--- src/rtl/cdt_pkg.sv ---
package cdt_pkg;
  typedef enum logic [2:0] {
    ST_SLEEP,
    ST_ON_WAIT,
    ST_ON,
    ST_AUX_WAIT,
    ST_AUX
  } cdt_state_e;

  localparam int unsigned TMR_ON  = 0;
  localparam int unsigned TMR_AUX = 1;
  localparam int unsigned N_TMR   = 2;
endpackage

--- src/rtl/cdt_sync.sv ---
module cdt_sync #(
  parameter int unsigned W      = 1,
  parameter int unsigned STAGES = 2
) (
  input  logic         clk_i,
  input  logic         rst_ni,
  input  logic [W-1:0] d_i,
  output logic [W-1:0] q_o
);
  logic [STAGES-1:0][W-1:0] pipe_q;

  always_ff @(posedge clk_i or negedge rst_ni) begin
    if (!rst_ni) begin
      pipe_q <= '0;
    end else begin
      pipe_q[0] <= d_i;
      for (int s = 1; s < STAGES; s++) pipe_q[s] <= pipe_q[s-1];
    end
  end

  assign q_o = pipe_q[STAGES-1];
endmodule

--- src/rtl/cdt_dead_timer.sv ---
module cdt_dead_timer #(
  parameter int unsigned CNT_W   = 8,
  parameter int unsigned DLY_MIN = 5,
  parameter int unsigned DLY_MAX = 50
) (
  input  logic             clk_i,
  input  logic             rst_ni,
  input  logic             load_i,
  input  logic             run_i,
  input  logic [CNT_W-1:0] dly_i,
  output logic             expire_o
);
  localparam logic [CNT_W-1:0] MIN_C = CNT_W'(DLY_MIN);
  localparam logic [CNT_W-1:0] MAX_C = CNT_W'(DLY_MAX);
  localparam logic [CNT_W-1:0] ONE_C = CNT_W'(1);

  logic [CNT_W-1:0] ld_val;
  logic [CNT_W-1:0] cnt_q;

  always_comb begin
    if (dly_i < MIN_C)      ld_val = MIN_C;
    else if (dly_i > MAX_C) ld_val = MAX_C;
    else                    ld_val = dly_i;
  end

  always_ff @(posedge clk_i or negedge rst_ni) begin
    if (!rst_ni)                    cnt_q <= MIN_C;
    else if (load_i)                cnt_q <= ld_val;
    else if (run_i && cnt_q > ONE_C) cnt_q <= cnt_q - ONE_C;
  end

  // last cycle of the window: the transition happens at this edge
  assign expire_o = run_i && (cnt_q == ONE_C);
endmodule

--- src/rtl/cdt_seq.sv ---
module cdt_seq
  import cdt_pkg::*;
(
  input  logic             clk_i,
  input  logic             rst_ni,
  input  logic             en_i,
  input  logic             pwm_s_i,
  input  logic [N_TMR-1:0] zvs_s_i,
  input  logic [N_TMR-1:0] expire_i,
  output logic [N_TMR-1:0] load_o,
  output logic [N_TMR-1:0] run_o,
  output logic             main_o,
  output logic             aux_act_o,
  output logic             aux_oe_o
);
  cdt_state_e state_q, state_d;
  logic main_q, aux_q, oe_q;

  always_comb begin
    state_d = state_q;
    if (!en_i) begin
      state_d = ST_SLEEP;
    end else begin
      unique case (state_q)
        ST_SLEEP:    state_d = pwm_s_i ? ST_ON_WAIT : ST_AUX_WAIT;
        // pwm reversal outranks sense strobe and timer expiry
        ST_ON_WAIT: begin
          if (!pwm_s_i)                                  state_d = ST_AUX_WAIT;
          else if (expire_i[TMR_ON] || zvs_s_i[TMR_ON])  state_d = ST_ON;
        end
        ST_ON:       if (!pwm_s_i) state_d = ST_AUX_WAIT;
        ST_AUX_WAIT: begin
          if (pwm_s_i)                                   state_d = ST_ON_WAIT;
          else if (expire_i[TMR_AUX] || zvs_s_i[TMR_AUX]) state_d = ST_AUX;
        end
        ST_AUX:      if (pwm_s_i) state_d = ST_ON_WAIT;
        default:     state_d = ST_SLEEP;
      endcase
    end
  end

  assign load_o[TMR_ON]  = (state_d == ST_ON_WAIT)  && (state_q != ST_ON_WAIT);
  assign load_o[TMR_AUX] = (state_d == ST_AUX_WAIT) && (state_q != ST_AUX_WAIT);
  assign run_o[TMR_ON]   = (state_q == ST_ON_WAIT);
  assign run_o[TMR_AUX]  = (state_q == ST_AUX_WAIT);

  always_ff @(posedge clk_i or negedge rst_ni) begin
    if (!rst_ni) begin
      state_q <= ST_SLEEP;
      main_q  <= 1'b0;
      aux_q   <= 1'b0;
      oe_q    <= 1'b0;
    end else begin
      state_q <= state_d;
      main_q  <= (state_d == ST_ON);
      aux_q   <= (state_d == ST_AUX);
      oe_q    <= (state_d != ST_SLEEP);
    end
  end

  assign main_o    = main_q;
  assign aux_act_o = aux_q;
  assign aux_oe_o  = oe_q;
endmodule

--- src/rtl/cdt_gate_ctrl.sv ---
module cdt_gate_ctrl
  import cdt_pkg::*;
#(
  parameter int unsigned CNT_W       = 8,
  parameter int unsigned DLY_MIN     = 5,
  parameter int unsigned DLY_MAX     = 50,
  parameter int unsigned SYNC_STAGES = 2
) (
  input  logic             clk_i,
  input  logic             rst_ni,
  input  logic             pwm_i,
  input  logic             en_i,
  input  logic [CNT_W-1:0] dly_on_i,
  input  logic [CNT_W-1:0] dly_aux_i,
  input  logic             zvs_on_i,
  input  logic             zvs_aux_i,
  input  logic             aux_inv_i,
  output logic             main_o,
  output logic             aux_o,
  output logic             aux_oe_o
);
  localparam int unsigned SYNC_W = N_TMR + 1;

  logic [SYNC_W-1:0]            sync_s;
  logic                         pwm_s;
  logic [N_TMR-1:0]             zvs_s;
  logic [N_TMR-1:0]             load, run, expire;
  logic [N_TMR-1:0][CNT_W-1:0]  dly_arr;
  logic                         aux_act;

  cdt_sync #(.W(SYNC_W), .STAGES(SYNC_STAGES)) u_sync (
    .clk_i (clk_i),
    .rst_ni(rst_ni),
    .d_i   ({zvs_aux_i, zvs_on_i, pwm_i}),
    .q_o   (sync_s)
  );

  assign pwm_s = sync_s[0];
  assign zvs_s = sync_s[SYNC_W-1:1];

  assign dly_arr[TMR_ON]  = dly_on_i;
  assign dly_arr[TMR_AUX] = dly_aux_i;

  for (genvar g = 0; g < N_TMR; g++) begin : g_tmr
    cdt_dead_timer #(.CNT_W(CNT_W), .DLY_MIN(DLY_MIN), .DLY_MAX(DLY_MAX)) u_tmr (
      .clk_i   (clk_i),
      .rst_ni  (rst_ni),
      .load_i  (load[g]),
      .run_i   (run[g]),
      .dly_i   (dly_arr[g]),
      .expire_o(expire[g])
    );
  end

  cdt_seq u_seq (
    .clk_i    (clk_i),
    .rst_ni   (rst_ni),
    .en_i     (en_i),
    .pwm_s_i  (pwm_s),
    .zvs_s_i  (zvs_s),
    .expire_i (expire),
    .load_o   (load),
    .run_o    (run),
    .main_o   (main_o),
    .aux_act_o(aux_act),
    .aux_oe_o (aux_oe_o)
  );

  assign aux_o = aux_act ^ aux_inv_i;
endmodule

--- config.mk ---
export PLATFORM = sky130hd
export DESIGN_NAME = cdt_gate_ctrl
export DESIGN_NICKNAME = d
export VERILOG_FILES = /design/src/rtl/cdt_pkg.sv /design/src/rtl/cdt_sync.sv /design/src/rtl/cdt_dead_timer.sv /design/src/rtl/cdt_seq.sv /design/src/rtl/cdt_gate_ctrl.sv
export SDC_FILE = /design/constraint.sdc
export NUM_CORES = 1
export LEC_CHECK = 0
export BUFFER_PORTS_ARGS = -buffer_cell sky130_fd_sc_hd__buf_4
export CELL_PAD_IN_SITES_DETAIL_PLACEMENT = 1
export CELL_PAD_IN_SITES_GLOBAL_PLACEMENT = 1
export CORE_ASPECT_RATIO = 0.75
export CORE_MARGIN = 1
export CORE_UTILIZATION = 39
export CTS_BUF_LIST = sky130_fd_sc_hd__clkbuf_4
export DETAILED_ROUTE_END_ITERATION = 12
export PLACE_DENSITY_LB_ADDON = 0.1
export SETUP_SLACK_MARGIN = 0.02
export SYNTH_ARGS = -nofsm -noshare
export SYNTH_HDL_FRONTEND = slang
export SYNTH_SLANG_ARGS = --single-unit
--- constraint.sdc ---
create_clock -name clk_i -period 2.75 [get_ports clk_i]
set_input_delay 0.275 -clock clk_i [delete_from_list [all_inputs] [get_ports clk_i]]
set_output_delay 0.275 -clock clk_i [all_outputs]
set_load 0.005 [all_outputs]
==> run metrics, run 1 <==
outcome finished clean; Worst-Margin Slew 0.733 ns; Sw Ratio 38.1%; Ports 26; final setup fails 0; r2r startpoint u_seq.state_q[0]; Via density 5.51; multi-input logic area 923 µm²; Clock Power Share 13.9%; first-pass detailed-route iteration total 4; number of vias in the routed layout 1415; Cell Area, Placed 1930 µm²; Post-Synthesis Cells 176; Worst Hold Class primary input to flop; Layout area overhead 16.0%; Yosys cell types 51; global-route wire length before repair 7150 µm; Reg power frac 50.6%; Critical Path RT 3.01 ns; Worst Skew 0.00774 ns; worst slack at placement 0.382 ns; Pint 782 µW; die area 4620 µm²; Final nets 230; max cap viols 0; initial antenna violation count 0; postcts setup bufs 0; ys flop type dfrtp_1; Initial Util 41.3%; startpoint types flop; Synth warnings 0; unrepaired setup endpoints after global routing no; Core Area 4100 µm²; switching pwr 482 µW; grt ovf 0; Die Y 59.1 µm; Root Buffer Master clkbuf_4; Crit. Startpoint u_seq.state_q[0]; Hold Path Sink u_sync.pipe_q[2]; GRT Total Usage 20.4%; #FFs+latches synth 28; DRC 0; DR WL/cell 16.1 µm; Post-synth EDFFs 0; Final HPWL DP 3240 µm; IO buf count 25; Worst Reg-to-Reg Cells 5; Crit Path Class flop to flop; cell total after placement 252; largest net degree at the start of global routing 29; final hold slack 0.0368 ns; via count of the first global-routing pass 1456; minimum clock period 2.44 ns; non-filler instance count after layout 257; Tcrit/Tclk final 88.7%; flop2flop setup slack 0.31 ns; Post-Route Utilization 47.9%; Avg Cell Area, Syn 9.63 µm²; r2r endpoint g_tmr[1].u_tmr.cnt_q[0]; clk_lat worst skew 0.34 ns; Syn Nets 203; Max VDD drop 0.306 mV; Cell Rows 20; register area 706 µm²; Logic pwr share 35.5%; CTS sink cnt 28; CTS Buf Count 3; Setup TNS 0 ns; total power 1.26 mW; f_max 410 MHz; die width 78.1 µm; layout cells sized above 1 21.8%; hold path depth 1; Max H-tree Level 1; Hold Fails Final Rpt 0; Slew HR 50.8%; Max Slew Vio Count 0; asr flop ratio synth 100%; DRT Wirelength 4130 µm; sequential area share after synthesis 41.6%; fillcell total 492; crit path max fanout 13; Worst-path clk slew 0.14 ns; Synth Cell Area 1700 µm²; post-route setup slack 0.312 ns; initial DRC count 73; leakage 0.820 nW; data arrival time of the worst path 2.70 ns; Routed Antenna Nets 0; Power per Cell Area 643 nW/µm²; Hold Startpoint zvs_aux_i; CTS tree yes; Design Area, Final 1970 µm²; CP Capture Type flop; CTS max path bufs 2; number of diodes 0; Final Wtd Congestion 0.813
worst max path at each step:
| stage | end | slack (ns) | cells past startpoint |
|---|---|---|---|
| floorplan | g_tmr[1].u_tmr.cnt_q[3] | 0.68 | 6 |
| global placement | g_tmr[1].u_tmr.cnt_q[0] | 0.50 | 5 |
| detailed placement | g_tmr[1].u_tmr.cnt_q[0] | 0.38 | 5 |
| CTS | g_tmr[1].u_tmr.cnt_q[0] | 0.34 | 5 |
| global route | g_tmr[1].u_tmr.cnt_q[0] | 0.1 | 5 |
| finish | g_tmr[1].u_tmr.cnt_q[0] | 0.31 | 5 |
cell usage in the layout (no fill, tap or decap), types with 2 or more instances in the layout:
cell / instances
o21a_1: 2
nor3_1: 6
nand2_1: 12
dfstp_2: 4
o31a_1: 2
o21ai_0: 3
and2_1: 2
a21oi_1: 11
nor2_1: 17
mux2i_1: 5
nand2b_1: 3
nand4b_1: 3
nor4_1: 2
buf_4: 26
a311oi_1: 4
or2_2: 4
clkbuf_4: 3
ha_1: 4
nor2b_1: 4
a211oi_1: 4
a41oi_1: 2
o22ai_1: 3
dfrtp_1: 24
xnor2_1: 2
nor3b_1: 3
xor2_1: 8
inv_1: 10
nand3_1: 5
layout make-up:
type | instances | share of cell area (%)
Clock inverter | 1 | 0.191
Timing Repair Buffer | 27 | 10.4
Sequential cell | 28 | 35.9
Tap cell | 55 | 3.50
Inverter | 10 | 1.91
Multi-Input combinational cell | 133 | 46.9
Clock buffer | 3 | 1.15
sequential cells by signal (all words and copies together) (netlist names):
signal and flops:
g_tmr.u_tmr.cnt_q 16, u_seq.aux_act_o 1, u_seq.aux_oe_o 1, u_seq.main_o 1, u_seq.state_q 3, u_sync.pipe_q 3, u_sync.q_o 3
Yosys cell counts, drive strengths merged (3+ instances only):
library cell | instances | area, µm²
a211oi | 4 | 30.0
a21oi | 11 | 55.1
a311oi | 4 | 35.0
buf | 3 | 21.3
dfrtp | 24 | 601
dfstp | 4 | 105
ha | 4 | 50.1
inv | 10 | 37.5
mux2i | 5 | 50.1
nand2 | 12 | 45.0
nand2b | 3 | 18.8
nand3 | 5 | 25.0
nand4b | 3 | 26.3
nor2 | 17 | 63.8
nor2b | 4 | 25.0
nor3 | 6 | 30.0
nor3b | 3 | 22.5
nor4 | 3 | 33.8
o21ai | 3 | 15.0
o22ai | 3 | 18.8
or2 | 4 | 25.0
xor2 | 8 | 70.1
cells by family (layout without fill, tap and decap cells):
family	count (synthesis)	count (layout)	synth area share (%)
simple gates	67	67	21.5
compound gates	47	47	21.8
flops	28	28	41.6
buf+inv	15	41	3.91
xor+xnor	10	10	5.17
mux	5	5	2.95
fa+ha+maj	4	4	2.95
power by group through the flow:
stage / sequential [mW] / clock [mW] / combinational (mW)
5_1_grt: 0.653 / 0.198 / 0.511
4_1_cts: 0.639 / 0.183 / 0.450
3_3_place_gp: 0.634 / 0 / 0.426
3_5_place_dp: 0.646 / 0 / 0.446
2_1_floorplan: 0.608 / 0 / 0.336
6_report: 0.640 / 0.175 / 0.449
timing repair:
| action | CTS | global route |
|---|---|---|
| hold endpoints to repair | 24 | 0 |
| gates resized for setup | 0 | 0 |
| hold buffers | 1 | 0 |
per-layer routing:
metal	vias to the layer above	routed length [µm]	global-route usage [%]	part of all wire [%]
met5	-	0	0	0
met4	0	31	3.70	0.75
met3	4	183	4.62	4.4
met2	25	1730	31.1	42
met1	691	2180	30.1	53
li1	695	-	-	-
worst max-delay path, cell delays in order (launching register included):
cell	delay [ns]
dfrtp_1	0.59
or3b_1	0.43
a311oi_1	0.37
o31a_1	0.24
and2_1	0.46
mux2i_1	0.28
No activity file was read; power rests on OpenSTA's default activity.
==> run 2, diff against run 1 <==
- ABC_AREA: not set -> 1
==> run metrics, run 2 <==
crit path max fanout 10; area leader, netlist dfrtp_1; register area 706 µm²; CTS tree yes; Yosys cell types 30; Design Area, Final 2070 µm²; Worst Skew 0.0103 ns; post-route setup slack 0.776 ns; Slew HR 75.9%; Adder-Cell Fraction of Synth Area 2.82%; post-synthesis mux area share 0%; Critical Path RT 2.97 ns; Final Wtd Congestion 0.808; main area contributors after synthesis dfrtp_1 34%, nand2_1 14%, nor2_1 7.6%, inv_1 7.4%, dfstp_2 5.9%; startpoint types flop; Final HPWL DP 3180 µm; final setup fails 0; die width 79.9 µm; via count of the first global-routing pass 1571; largest net degree at the start of global routing 29; largest family of logic cells by synthesized area simple AND/OR/NAND/NOR gates; Die Y 60.5 µm; multi-input logic area 928 µm²; critical path's slowest cell dfstp_2; clk_lat worst skew 0.33 ns; total power 1.54 mW; CTS Buf Count 3; delay-heaviest family, CP flip-flops; critical path, cell by cell inv_1 -> ha_1 -> o211ai_1 -> nand2_1 -> inv_1 -> nand4_1 -> xor2_1 -> nor2_1; leakage 1.09 nW; Post-Synthesis Cells 248; Hold Fails Final Rpt 0; IO buf count 25; Max VDD drop 0.266 mV; crit-path most repeated cell inv_1; Max Slew Vio Count 0; CTS max path bufs 2; Tcrit/Tclk final 71.8%; post-synth top area share 33.8%; Syn Nets 275; outcome finished clean; most frequent cell after synthesis nand2_1; unrepaired setup endpoints after global routing no; GRT Total Usage 18.6%; most frequent cells in the layout 66 x nand2_1, 36 x nor2_1, 35 x inv_1; #FFs+latches synth 28; grt ovf 0; Initial Util 42.3%; Synth warnings 0; Setup TNS 0 ns; ys flop type dfrtp_1; Root Buffer Master clkbuf_4; data arrival time of the worst path 2.20 ns; Post-synth EDFFs 0; DRT Wirelength 3990 µm; Ports 26; commonest non-fill, non-tap cell in the layout nand2_1; max cap viols 0; global-route wire length before repair 6910 µm; largest register by flop count g_tmr.u_tmr.cnt_q; DRC 0; worst slack at placement 0.803 ns; Worst-path clk slew 0.15 ns; Cell Rows 20; Worst Hold Class primary input to flop; initial DRC count 52; slowest stage delay, CP 0.58 ns; simple-gate share of the synthesized area 38.2%; DR WL/cell 12.0 µm; Via density 4.71; number of diodes 0; initial antenna violation count 0; Worst-Margin Slew 0.361 ns; top cells by count, synth 66 x nand2_1, 36 x nor2_1, 35 x inv_1, 24 x dfrtp_1, 20 x nand3_1; minimum clock period 1.97 ns; number of vias in the routed layout 1567; Layout area overhead 16.7%; f_max 507 MHz; CTS sink cnt 28; Routed Antenna Nets 0; sequential area share after synthesis 39.7%; Crit Path Class flop to flop; Post-Route Utilization 49.3%; flop2flop setup slack 0.78 ns; Synth Area in Compound Gates 5.85%; postcts setup bufs 0; Avg Cell Area, Syn 7.16 µm²; xor/xnor cell area share of the yosys netlist 5.42%; CP Buf/Inv Count 2; first-pass detailed-route iteration total 4; asr flop ratio synth 100%; Max H-tree Level 1; Final nets 306; die area 4830 µm²; fillcell total 555; CP Capture Type flop; Cell Area, Placed 2030 µm²; Core Area 4200 µm²; Power per Cell Area 743 nW/µm²; Synth Cell Area 1780 µm²; layout cells sized above 1 19.4%; number of flip-flops in the largest register 16
run 2: cell count changes in the layout (fill, tap and decap cells not counted), sizes merged, moves of 5 or more:
| cell | before | now |
|---|---|---|
| nand2 | 12 | 72 |
| inv | 10 | 38 |
| nor2 | 17 | 40 |
| nand3 | 5 | 22 |
| a21oi | 11 | 4 |
| o21ai | 3 | 10 |
| mux2i | 5 | 0 |
| xnor2 | 2 | 7 |
run 2: layer usage:
layer / wire [µm] / part of all wire, % / GRT usage (%) / vias to the layer above
met5: 0 / 0 / 0 / -
met4: 46 / 1.2 / 4.59 / 0
met3: 117 / 2.9 / 3.31 / 4
met2: 1690 / 42 / 32.2 / 27
met1: 2130 / 53 / 24.5 / 703
li1: - / - / - / 833
run 2: logic make-up (layout without fill, tap and decap cells):
kind of cell,count (synthesis),in the layout
adders and majority gates,4,4
xor gates and xnor gates,11,11
buffers and inverters,38,68
and+or+nand+nor,149,149
AOI/OAI and AO/OA,18,18
DFF,28,28
run 2: layout make-up:
| type | instances | share of cell area, % |
|---|---|---|
| clock buffer | 4 | 1.45 |
| inverter | 38 | 6.88 |
| sequential | 28 | 34.0 |
| tap | 55 | 3.32 |
| timing repair buffer | 26 | 9.54 |
| multi-input combinational | 182 | 44.8 |
run 2: what timing repair did:
| action | in CTS | in global routing |
|---|---|---|
| resized for setup | 0 | 0 |
| hold buffers | 1 | 0 |
| hold endpoints to repair | 24 | 0 |
run 2: final timing paths:
kind,startpoint,endpoint,cells past startpoint
setup / recovery,g_tmr[1].u_tmr.cnt_q[0],g_tmr[1].u_tmr.cnt_q[6],8
hold / removal,zvs_aux_i,u_sync.pipe_q[2],1
setup reg to reg,g_tmr[1].u_tmr.cnt_q[0],g_tmr[1].u_tmr.cnt_q[6],8
hold reg to reg,u_sync.pipe_q[1],u_sync.q_o[1],0
max in group asynchronous,rst_ni,g_tmr[0].u_tmr.cnt_q[0],2
min in group asynchronous,rst_ni,u_sync.pipe_q[2],2
run 2: stage by stage:
step / hold slack, ns / std cells
6_report: 0.0366 / 333
5_1_grt: 0.00922 / 333
4_1_cts: 0.0205 / 333
3_5_place_dp: 0.220 / 328
2_1_floorplan: -0.0206 / 248
3_3_place_gp: 0.218 / 328
run 2: power breakdown:
part	switching (mW)	internal [mW]	leakage, nW	total, mW
Combinational	0.399	0.281	0.726	0.680
Clock	0.118	0.0668	0.0184	0.185
Sequential	0.124	0.552	0.340	0.675
Total	0.642	0.899	1.09	1.54
